File: config.mk
export PLATFORM = sky130hd
export DESIGN_NAME = avsw_ctl_port
export DESIGN_NICKNAME = d
export VERILOG_FILES = /design/src/rtl/avsw_ctl_pkg.sv /design/src/rtl/avsw_line_filter.sv /design/src/rtl/avsw_bus_engine.sv /design/src/rtl/avsw_ctl_regs.sv /design/src/rtl/avsw_ctl_port.sv
export SDC_FILE = /design/constraint.sdc
export NUM_CORES = 1
export LEC_CHECK = 0
export ABC_AREA = 1
export CAP_MARGIN = 20
export CORE_MARGIN = 10
export CORE_UTILIZATION = 60
export CTS_BUF_LIST = sky130_fd_sc_hd__clkbuf_4 sky130_fd_sc_hd__clkbuf_8
export DETAILED_ROUTE_END_ITERATION = 8
export DONT_BUFFER_PORTS = 1
export PLACE_DENSITY = 0.84
export SKIP_CTS_REPAIR_TIMING = 1
export SLEW_MARGIN = 20
export SYNTH_ARGS = -nofsm -noshare
export SYNTH_HDL_FRONTEND = slang
export SYNTH_SLANG_ARGS = --single-unit
File: constraint.sdc
create_clock -name clk -period 2 [get_ports clk]
set_input_delay 0 -clock clk [delete_from_list [all_inputs] [get_ports clk]]
set_output_delay 0 -clock clk [all_outputs]
set_load 0.02 [all_outputs]
File: src/rtl/avsw_ctl_pkg.sv
package avsw_ctl_pkg;
  localparam int NREGS = 4;
  localparam int RW    = 8;
  localparam logic [7:0] ID_BYTE  = 8'h20;
  localparam logic [7:0] GC_RESET = 8'h06;

  typedef enum logic [2:0] {
    ST_IDLE,
    ST_ADDR,
    ST_ACK_A,
    ST_WDATA,
    ST_ACK_D,
    ST_RDATA,
    ST_SKIP
  } bus_state_e;
endpackage

File: src/rtl/avsw_line_filter.sv
module avsw_line_filter #(
  parameter int FILT_CYCLES = 4
) (
  input  logic clk,
  input  logic rst,
  input  logic pin_i,
  output logic filt_o
);
  localparam int CW = (FILT_CYCLES > 1) ? $clog2(FILT_CYCLES) : 1;
  localparam logic [CW-1:0] CMAX = CW'(FILT_CYCLES - 1);

  logic [1:0]    sync_q;
  logic [CW-1:0] cnt_q;
  logic          filt_q;

  always_ff @(posedge clk) begin
    if (rst) begin
      sync_q <= 2'b11;
      cnt_q  <= '0;
      filt_q <= 1'b1;
    end else begin
      sync_q <= {sync_q[0], pin_i};
      if (sync_q[1] == filt_q) begin
        cnt_q <= '0;
      end else if (cnt_q == CMAX) begin
        filt_q <= sync_q[1];
        cnt_q  <= '0;
      end else begin
        cnt_q <= cnt_q + 1'b1;
      end
    end
  end

  assign filt_o = filt_q;

  AST_FILT_FOLLOWS: assert property (@(posedge clk) disable iff (rst)
    !$stable(filt_q) |-> ($past(sync_q[1]) == filt_q));
endmodule

File: src/rtl/avsw_bus_engine.sv
module avsw_bus_engine
  import avsw_ctl_pkg::*;
(
  input  logic       clk,
  input  logic       rst,
  input  logic       scl_f,
  input  logic       sda_f,
  input  logic [6:0] own_addr,
  output logic       sda_oe,
  output logic       wr_en,
  output logic [1:0] wr_idx,
  output logic [7:0] wr_data,
  output logic       gc_rst,
  output logic       txn_start
);
  localparam int IDXW = $clog2(NREGS + 1);

  bus_state_e      state_q;
  logic            scl_d, sda_d;
  logic [3:0]      bit_cnt_q;
  logic [7:0]      sr_q;
  logic [7:0]      tx_q;
  logic            rd_q, gc_q;
  logic [IDXW-1:0] idx_q;
  logic            oe_q, wr_en_q, gc_rst_q, start_q;
  logic [1:0]      wr_idx_q;
  logic [7:0]      wr_data_q;

  logic start_ev, stop_ev, rise_ev, fall_ev;
  assign start_ev = scl_f && scl_d && sda_d && !sda_f;
  assign stop_ev  = scl_f && scl_d && !sda_d && sda_f;
  assign rise_ev  = scl_f && !scl_d;
  assign fall_ev  = !scl_f && scl_d;

  always_ff @(posedge clk) begin
    if (rst) begin
      scl_d <= 1'b1;
      sda_d <= 1'b1;
    end else begin
      scl_d <= scl_f;
      sda_d <= sda_f;
    end
  end

  always_ff @(posedge clk) begin
    wr_en_q  <= 1'b0;
    gc_rst_q <= 1'b0;
    start_q  <= 1'b0;
    if (rst) begin
      state_q   <= ST_IDLE;
      bit_cnt_q <= '0;
      sr_q      <= '0;
      tx_q      <= '0;
      rd_q      <= 1'b0;
      gc_q      <= 1'b0;
      idx_q     <= '0;
      oe_q      <= 1'b0;
      wr_idx_q  <= '0;
      wr_data_q <= '0;
    end else if (start_ev) begin
      state_q   <= ST_ADDR;
      bit_cnt_q <= '0;
      oe_q      <= 1'b0;
      gc_q      <= 1'b0;
      idx_q     <= '0;
      start_q   <= 1'b1;
    end else if (stop_ev) begin
      state_q <= ST_IDLE;
      oe_q    <= 1'b0;
    end else begin
      unique case (state_q)
        ST_ADDR, ST_WDATA: begin
          if (rise_ev && bit_cnt_q < 4'd8) begin
            sr_q      <= {sr_q[6:0], sda_f};
            bit_cnt_q <= bit_cnt_q + 1'b1;
          end else if (fall_ev && bit_cnt_q == 4'd8) begin
            if (state_q == ST_WDATA) begin
              oe_q    <= 1'b1;
              state_q <= ST_ACK_D;
            end else if (sr_q[7:1] == own_addr) begin
              oe_q    <= 1'b1;
              rd_q    <= sr_q[0];
              state_q <= ST_ACK_A;
            end else if (sr_q == 8'h00) begin
              oe_q    <= 1'b1;
              rd_q    <= 1'b0;
              gc_q    <= 1'b1;
              state_q <= ST_ACK_A;
            end else begin
              state_q <= ST_SKIP;
            end
          end
        end
        ST_ACK_A: begin
          if (fall_ev) begin
            bit_cnt_q <= '0;
            if (rd_q) begin
              oe_q    <= ~ID_BYTE[7];
              tx_q    <= {ID_BYTE[6:0], 1'b0};
              state_q <= ST_RDATA;
            end else begin
              oe_q    <= 1'b0;
              state_q <= ST_WDATA;
            end
          end
        end
        ST_ACK_D: begin
          if (fall_ev) begin
            oe_q      <= 1'b0;
            bit_cnt_q <= '0;
            state_q   <= ST_WDATA;
            if (gc_q) begin
              gc_rst_q <= (sr_q == GC_RESET);
            end else if (idx_q < IDXW'(NREGS)) begin
              wr_en_q   <= 1'b1;
              wr_idx_q  <= idx_q[1:0];
              wr_data_q <= sr_q;
              idx_q     <= idx_q + 1'b1;
            end
          end
        end
        ST_RDATA: begin
          if (rise_ev && bit_cnt_q < 4'd8) begin
            bit_cnt_q <= bit_cnt_q + 1'b1;
          end else if (fall_ev) begin
            if (bit_cnt_q == 4'd8) begin
              oe_q    <= 1'b0;
              state_q <= ST_SKIP;
            end else begin
              oe_q <= ~tx_q[7];
              tx_q <= {tx_q[6:0], 1'b0};
            end
          end
        end
        default: ;
      endcase
    end
  end

  assign sda_oe    = oe_q;
  assign wr_en     = wr_en_q;
  assign wr_idx    = wr_idx_q;
  assign wr_data   = wr_data_q;
  assign gc_rst    = gc_rst_q;
  assign txn_start = start_q;

  AST_PULL_WHILE_SCL_LOW: assert property (@(posedge clk) disable iff (rst)
    $rose(oe_q) |-> !scl_f);
  AST_STOP_RELEASES: assert property (@(posedge clk) disable iff (rst)
    stop_ev |=> !oe_q);
  AST_WRITE_AT_ACK_END: assert property (@(posedge clk) disable iff (rst)
    wr_en_q |-> (!scl_f && $past(scl_d)));
endmodule

File: src/rtl/avsw_ctl_regs.sv
module avsw_ctl_regs
  import avsw_ctl_pkg::*;
#(
  parameter logic [NREGS*RW-1:0] DEFAULTS = '0
) (
  input  logic                clk,
  input  logic                rst,
  input  logic                txn_start,
  input  logic                wr_en,
  input  logic [1:0]          wr_idx,
  input  logic [RW-1:0]       wr_data,
  input  logic                gc_rst,
  output logic [NREGS*RW-1:0] regs_o
);
  logic r2_seen_q;

  always_ff @(posedge clk) begin
    if (rst || txn_start) r2_seen_q <= 1'b0;
    else if (wr_en && wr_idx == 2'd2) r2_seen_q <= 1'b1;
  end

  for (genvar g = 0; g < NREGS; g++) begin : g_reg
    logic [RW-1:0] q;
    logic          allow;
    assign allow = (g != 3) || r2_seen_q;
    always_ff @(posedge clk) begin
      if (rst || gc_rst) q <= DEFAULTS[g*RW +: RW];
      else if (wr_en && wr_idx == 2'(g) && allow) q <= wr_data;
    end
    assign regs_o[g*RW +: RW] = q;
  end

  AST_R3_AFTER_R2: assert property (@(posedge clk) disable iff (rst)
    (wr_en && wr_idx == 2'd3) |-> r2_seen_q);
  AST_GC_DEFAULTS: assert property (@(posedge clk) disable iff (rst)
    gc_rst |=> (regs_o == DEFAULTS));
endmodule

File: src/rtl/avsw_ctl_port.sv
module avsw_ctl_port
  import avsw_ctl_pkg::*;
#(
  parameter int                  FILT_CYCLES = 4,
  parameter logic [6:0]          ADDR_OPEN   = 7'h48,
  parameter logic [6:0]          ADDR_TIED   = 7'h50,
  parameter logic [NREGS*RW-1:0] DEFAULTS    = '0
) (
  input  logic       clk,
  input  logic       rst,
  input  logic       scl_i,
  input  logic       sda_i,
  input  logic       addr_sel,
  output logic       sda_pull,
  output logic [7:0] ctl0,
  output logic [7:0] ctl1,
  output logic [7:0] ctl2,
  output logic [7:0] ctl3
);
  localparam int NLINES = 2;

  logic [NLINES-1:0] raw, filt;
  assign raw = {sda_i, scl_i};

  for (genvar l = 0; l < NLINES; l++) begin : g_line
    avsw_line_filter #(.FILT_CYCLES(FILT_CYCLES)) u_filt (
      .clk(clk), .rst(rst), .pin_i(raw[l]), .filt_o(filt[l]));
  end

  logic [6:0]          own_addr;
  logic                wr_en, gc_rst, txn_start;
  logic [1:0]          wr_idx;
  logic [7:0]          wr_data;
  logic [NREGS*RW-1:0] regs;

  assign own_addr = addr_sel ? ADDR_OPEN : ADDR_TIED;

  avsw_bus_engine u_eng (
    .clk(clk), .rst(rst), .scl_f(filt[0]), .sda_f(filt[1]),
    .own_addr(own_addr), .sda_oe(sda_pull), .wr_en(wr_en),
    .wr_idx(wr_idx), .wr_data(wr_data), .gc_rst(gc_rst),
    .txn_start(txn_start));

  avsw_ctl_regs #(.DEFAULTS(DEFAULTS)) u_regs (
    .clk(clk), .rst(rst), .txn_start(txn_start), .wr_en(wr_en),
    .wr_idx(wr_idx), .wr_data(wr_data), .gc_rst(gc_rst), .regs_o(regs));

  assign ctl0 = regs[7:0];
  assign ctl1 = regs[15:8];
  assign ctl2 = regs[23:16];
  assign ctl3 = regs[31:24];

  AST_RESET_RELEASED: assert property (@(posedge clk)
    $past(rst) |-> !sda_pull);
endmodule

### Yosys cells after proc, flatten, opt, wreduce, memory -nomap -nowiden

Index checks and enable logic that the tools add are counted.

| storage, ports and cells | value |
|---|---|
| logic and storage cells | 166 |
| input bits | 5 |
| output and inout port bits | 33 |
| flip-flop bits (word level) | 87 |

| cells by class | value |
|---|---|
| order comparisons | 2 |
| add/subtract/negate cells | 4 |
| reductions and logical operators | 48 |
| equal/unequal tests | 34 |
| mux-type cells | 40 |
| bitwise logic cells | 11 |

Operators by type and width:

| cell | count |
|---|---|
| $mux 8 | 5 |
| $mux 3 | 11 |
| $reduce_and 8->1 | 4 |
| $ne 4x1->1 const B | 6 |
| $mux 1 | 17 |
| $ne 2x1->1 const B | 8 |
| $pmux 8 s2 | 1 |
| $logic_and 1x1->1 | 14 |
| $reduce_and 7->1 | 2 |
| $pmux 3 s4 | 1 |
| $reduce_or 3->1 | 4 |
| $reduce_or 6->1 | 2 |
| $not 1->1 | 11 |
| $eq 2x2->1 const B | 4 |
| $eq 8x3->1 const B | 1 |
| $logic_not 8->1 | 1 |
| $mux 4 | 2 |
| $ne 4x2->1 const B | 2 |
| $pmux 4 s2 | 1 |
| $reduce_and 4->1 | 2 |
| $eq 7x7->1 | 1 |
| $eq 3x2->1 const B | 2 |
| $eq 3x3->1 const B | 2 |
| $ne 2x2->1 const B | 3 |
| other kinds (21) | 32 |

### Logic depth before layout (Yosys ltp)

| logic depth | value |
|---|---|
| depth after elaboration | 9 |
| mapped depth | 11 |
| gate-level depth less buffers | 11 |

### Cells and area by module

A second synthesis with hierarchy kept.

| unflattened totals | value |
|---|---|
| cell total of the unflattened synthesis | 467 |
| area, all modules | 3,554.7 µm² |

By module, submodules not included:

| module | sequential area each (µm²) | instances | cells each | area each (µm²) |
|---|---|---|---|---|
| avsw_bus_engine | 760.7 | 1 | 250 | 1,816.7 |
| avsw_ctl_regs | 660.6 | 1 | 176 | 1,371.3 |
| avsw_line_filter | 100.1 | 2 | 19 | 177.7 |
| avsw_ctl_port | 0.0 | 1 | 3 | 11.3 |

### Worst setup path after synthesis

OpenSTA, ideal clock, no wires.

| path | value |
|---|---|
| path kind | flip-flop to flip-flop |
| start point | register u_eng.bit_cnt_q[0] |
| end point | register u_eng.state_q[2] |
| data required time | 1.889 ns |
| path slack | 0.702 ns |
| cell stages (with the launch flop) | 12 |
| data arrival time | 1.186 ns |
| library setup time | 0.111 ns |
| period minus slack after synthesis | 1.298 ns |
| path buffers | 0 |
| path through | dfxtp_1 > inv_1 > ha_1 > nand2_1 > nor2_1 > nand2_1 > nand2_1 > nand3_1 > nor2_1 > nand2_1 > nor2_1 > nor2_1 |

| on the way | value |
|---|---|
| longest elaborated chain between the ends | 4 |
| elaborated cells between the ends (all ways) | 9 |
| those cells by class | order compare: 1; eq/ne: 5; reduce/logical: 3 |

RTL lines:

| what | RTL line | RTL |
|---|---|---|
| start: declaration | avsw_bus_engine.sv:20 | `logic [3:0] bit_cnt_q;` |
| start signal: assignment | avsw_bus_engine.sv:75 | `bit_cnt_q <= bit_cnt_q + 1'b1;` |
| start signal: assignment | avsw_bus_engine.sv:124 | `bit_cnt_q <= bit_cnt_q + 1'b1;` |
| $lt 4x4->1 / $eq 4x4->1 (equally long branches) | -- |  |
| $logic_and 1x1->1 (on tied branches) | avsw_bus_engine.sv:73, avsw_bus_engine.sv:123, avsw_bus_engine.sv:76 |  |
| $ne 2x2->1 (no source line) / $ne 2x1->1 (equally long branches) | -- |  |
| $reduce_and 8->1 (no source line) (*) | -- |  |
| end signal: assignment | avsw_bus_engine.sv:79 | `state_q <= ST_ACK_D;` |
| end signal: assignment | avsw_bus_engine.sv:83 | `state_q <= ST_ACK_A;` |
| end signal: assignment | avsw_bus_engine.sv:128 | `state_q <= ST_SKIP;` |
| end: declaration | avsw_bus_engine.sv:18 | `bus_state_e state_q;` |

Mark *: on every way between the ends. The rest lies on a longest branch, timed or not.
A chain may end at the register's enable or synchronous reset.

### Worst setup path after layout

| path | value |
|---|---|
| start point | register u_eng.state_q[2] |
| end point | register u_eng.state_q[2] |

| on the way | value |
|---|---|
| longest elaborated chain between the ends | 5 |
| elaborated cells between the ends (all ways) | 19 |
| those cells by class | eq/ne: 12; mux: 4; reduce/logical: 3 |

RTL lines:

| what | RTL line | RTL |
|---|---|---|
| start signal: assignment | avsw_bus_engine.sv:50 | `state_q <= ST_IDLE;` |
| start signal: assignment | avsw_bus_engine.sv:61 | `state_q <= ST_ADDR;` |
| start signal: assignment | avsw_bus_engine.sv:68 | `state_q <= ST_IDLE;` |
| $eq 3x2->1 | avsw_bus_engine.sv:71, avsw_bus_engine.sv:77 |  |
| $mux 3 | avsw_bus_engine.sv:77 | `if (state_q == ST_WDATA) begin` |
| $mux 3 | avsw_bus_engine.sv:76 | `end else if (fall_ev && bit_cnt_q == 4'd8) begin` |
| $mux 3 | avsw_bus_engine.sv:73 | `if (rise_ev && bit_cnt_q < 4'd8) begin` |
| $pmux 3 s4 | avsw_bus_engine.sv:71 | `unique case (state_q)` |

Parallel ways exist; a longest one is shown, timed or not. The select of a mux whose other input is x is not followed.

==> reports/summary.txt <==
Yosys reg bits - 81
Place WS - 0.363 ns
Power share of the clock group - 0.372
Worst-Skew Late Latency - 0.35 ns
Post-synth ARST share - 0
WS Path Type - reg -> reg
Antenna violations before repair - 0
Cell Int Power - 2.83 mW
Crit-path cells - inv_1 > nand3_1 > nand2_1 > nand2_1 > nand2_1 > nor2_1 > nand2_1 > nor2_1 > nor2_1
Most frequent cell after synthesis - dfxtp_1
Largest family of logic cells by synthesized area - simple AND/OR/NAND/NOR gates
Drt total wl - 7.31 mm
# nets final - 445
Simple logic cell fraction of the synthesized area - 0.244
Gate power share - 0.186
Routed length per instance - 14.3 um
Mean Syn Cell Area - 7.50 um2
Die width - 93.1 um
Status - completed
Period minus WS final - 1.76 ns
Max Buffers Root-to-Sink - 2
Die height - 93.1 um
Core Footprint - 5140 um2
Final setup margin - 0.240 ns
CTS Buf Count - 9
Setup TNS - 0 ns
Initial Utilization - 0.624
VDD IR max - 0.000750 V
Compound-Gate Fraction of Synth Area - 0.160
Clock tree from TritonCTS - yes
Crit path max fanout - 11
Post-synth top flop - dfxtp_1
Crit-path slowest cell - dfxtp_1
Total gr overflow - 0
Cells after Synth - 428
Routability cong. - 0.921
Mux share of post-synthesis cell area - 0
WL met1 - 2.91 mm
Gr usage total - 0.172
Reg area - 1620 um2
Pwr/cell area - 1120 nW/um2
CTS Sinks - 81
Met3 routed WL - 575 um
Tcrit/Tclk final - 0.880
Total number of vias - 2,790
Critical R2R Launch - u_eng.state_q[2]$_SDFFE_PP0P_
CTS Root Cell - clkbuf_8
P_leak - 1.54 nW
Element type at the critical path start - flip-flop
Crit path arrival time - 2.01 ns
Layout overhead on the synthesized area - 11.0%
DR pass1 iterations - 5
N_diodes - 0
Vias in the first global route - 2,700
H-Tree Depth - 3
Share of the synthesized area in the top cell type - 0.505
Adder-Cell Fraction of Synth Area - 0.0195
Filler Cells Inserted - 450
Worst slew pin tran - 0.521 ns
Delay of the slowest critical-path stage - 0.47 ns
Fmax - 568 MHz
Post-route ant nets - 0
Most frequent cells after synthesis - dfxtp_1, nor2_1, nand2_1
Multi-input logic area - 1370 um2
Final Setup Violations - 0
Crit path launch - u_eng.state_q[2]$_SDFFE_PP0P_
Area contributors post-synth - dfxtp_1, nor2_1, o21ai_0, nand2_1, a21oi_1
Number of remaining DRC errors - 0
Post-synth EDFFs - 0
Dominant cell type by area after synthesis - dfxtp_1
RSZ-0062 raised after global routing - no
Metal2 WL - 3.60 mm
Dpl hpwl - 5.11 mm
Rows - 26
Sw Ratio - 0.290
Rel. slew slack - 0.651
Share of post-route cells with drive strength above 1 - 0.0727
PortBufs - 0
DR iter-0 viols - 202
Setup crit end kind - flip-flop
Min-delay src - rst
Sequential fraction of the synthesis area - 0.505
DR top layer - met4
CP bufs+invs - 1
Reg power frac - 0.441
CP most frequent cell - nand2_1
YS warnings - 0
Count of cell types in the netlist - 24
CP required - 2.25 ns
Clk_skew - 0.00991 ns
Hold WC Path Type - in -> reg
Endpoints failing hold - 0
Clock Pin Slew Worst Setup and Hold Paths - 0.08 ns
Sw Pwr - 1.16 mW
I/O pin cnt - 38
Largest net degree at the start of global routing - 28
Total die area - 8670 um2
Via density - 5.47
Syn nets - 438
Number of max-cap violations - 0
Crit-path leading delay family - simple AND/OR/NAND/NOR gates
First-pass GRT wire length - 12.1 mm
Xor-xnor portion of the synthesized cell area - 0.00273
Slew Limit Fails - 0
Mapped Area - 3210 um2
## cell type report
| class | instances | share of cell area |
|---|---|---|
| clock buffer | 12 | 0.0446 |
| clock inverter | 4 | 0.0277 |
| inverter | 43 | 0.0453 |
| multi-input combinational | 292 | 0.384 |
| sequential | 81 | 0.455 |
| tap | 70 | 0.0246 |
| timing repair buffer | 8 | 0.0190 |
## registers in the layout, summed over array words and instances (netlist names), 3 cells and up
name                  cells
g_line.u_filt.sync_q      4
g_line.u_filt.cnt_q       4
u_eng.state_q             3
u_regs.g.q               32
u_eng.bit_cnt_q           4
u_eng.idx_q               3
u_eng.wr_data             8
u_eng.sr_q                8
## final timing paths
check,endpoint,cells past startpoint,slack (ns)
max,u_eng.state_q[2]$_SDFFE_PP0P_,9,0.24
min,u_regs.g_reg[2].q[7]$_SDFFE_PP0P_,4,0.04
max reg2reg,u_eng.state_q[2]$_SDFFE_PP0P_,9,0.24
min reg2reg,u_regs.g_reg[3].allow$_SDFFE_PP0P_,1,0.38
## metrics by stage
| stage | instances | power, mW | area, um2 | hold slack (ns) | util |
|---|---|---|---|---|---|
| after floorplan | 428 | 2.35 | 3210 | 0.104 | - |
| after global placement | 491 | 2.47 | 3280 | 0.0733 | 0.637 |
| after detailed placement | 491 | 2.49 | 3280 | 0.0741 | 0.637 |
| after CTS | 507 | 3.98 | 3530 | -0.307 | 0.687 |
| after global routing | 510 | 4.17 | 3560 | 0.0627 | 0.693 |
| final | 510 | 3.99 | 3560 | 0.0448 | 0.693 |
## routing by layer
| layer | vias to the layer above | global-route usage |
|---|---|---|
| met3 | 25 | 0.0655 |
| met5 | - | 0 |
| li1 | 1417 | - |
| met2 | 103 | 0.303 |
| met1 | 1245 | 0.170 |
| met4 | 0 | 0.0990 |
## layout by cell type, fill, tap and decap left out, types with 5 or more instances in the layout
cell type	instances
dfxtp_1	81
nor2_1	78
a21oi_1	46
nor3_1	6
buf_4	5
nand2_1	64
clkbuf_8	11
inv_1	42
ha_1	5
nand4_1	8
or2_2	6
o21ai_0	52
nand3_1	17
## worst reg2reg max path: stages, from the launching register on
cell and delay (ns):
dfxtp_1 0.47, inv_1 0.14, nand3_1 0.16, nand2_1 0.11, nand2_1 0.28, nand2_1 0.12, nor2_1 0.15, nand2_1 0.06
nor2_1 0.10, nor2_1 0.06
## kinds of logic after synthesis
kind of cell,count (synthesis)
and+or+nand+nor,185
AOI/OAI and AO/OA,101
DFF,81
buffers and inverters,55
adders and majority gates,5
xor gates and xnor gates,1
## power by group through the flow
| stage | combinational [mW] | sequential, mW | clock (mW) |
|---|---|---|---|
| 6_report | 0.743 | 1.76 | 1.48 |
| 5_1_grt | 0.844 | 1.77 | 1.56 |
| 4_1_cts | 0.720 | 1.76 | 1.50 |
| 3_5_place_dp | 0.699 | 1.79 | 0 |
| 3_3_place_gp | 0.686 | 1.79 | 0 |
| 2_1_floorplan | 0.580 | 1.77 | 0 |
No activity file was read; power rests on OpenSTA's default activity.
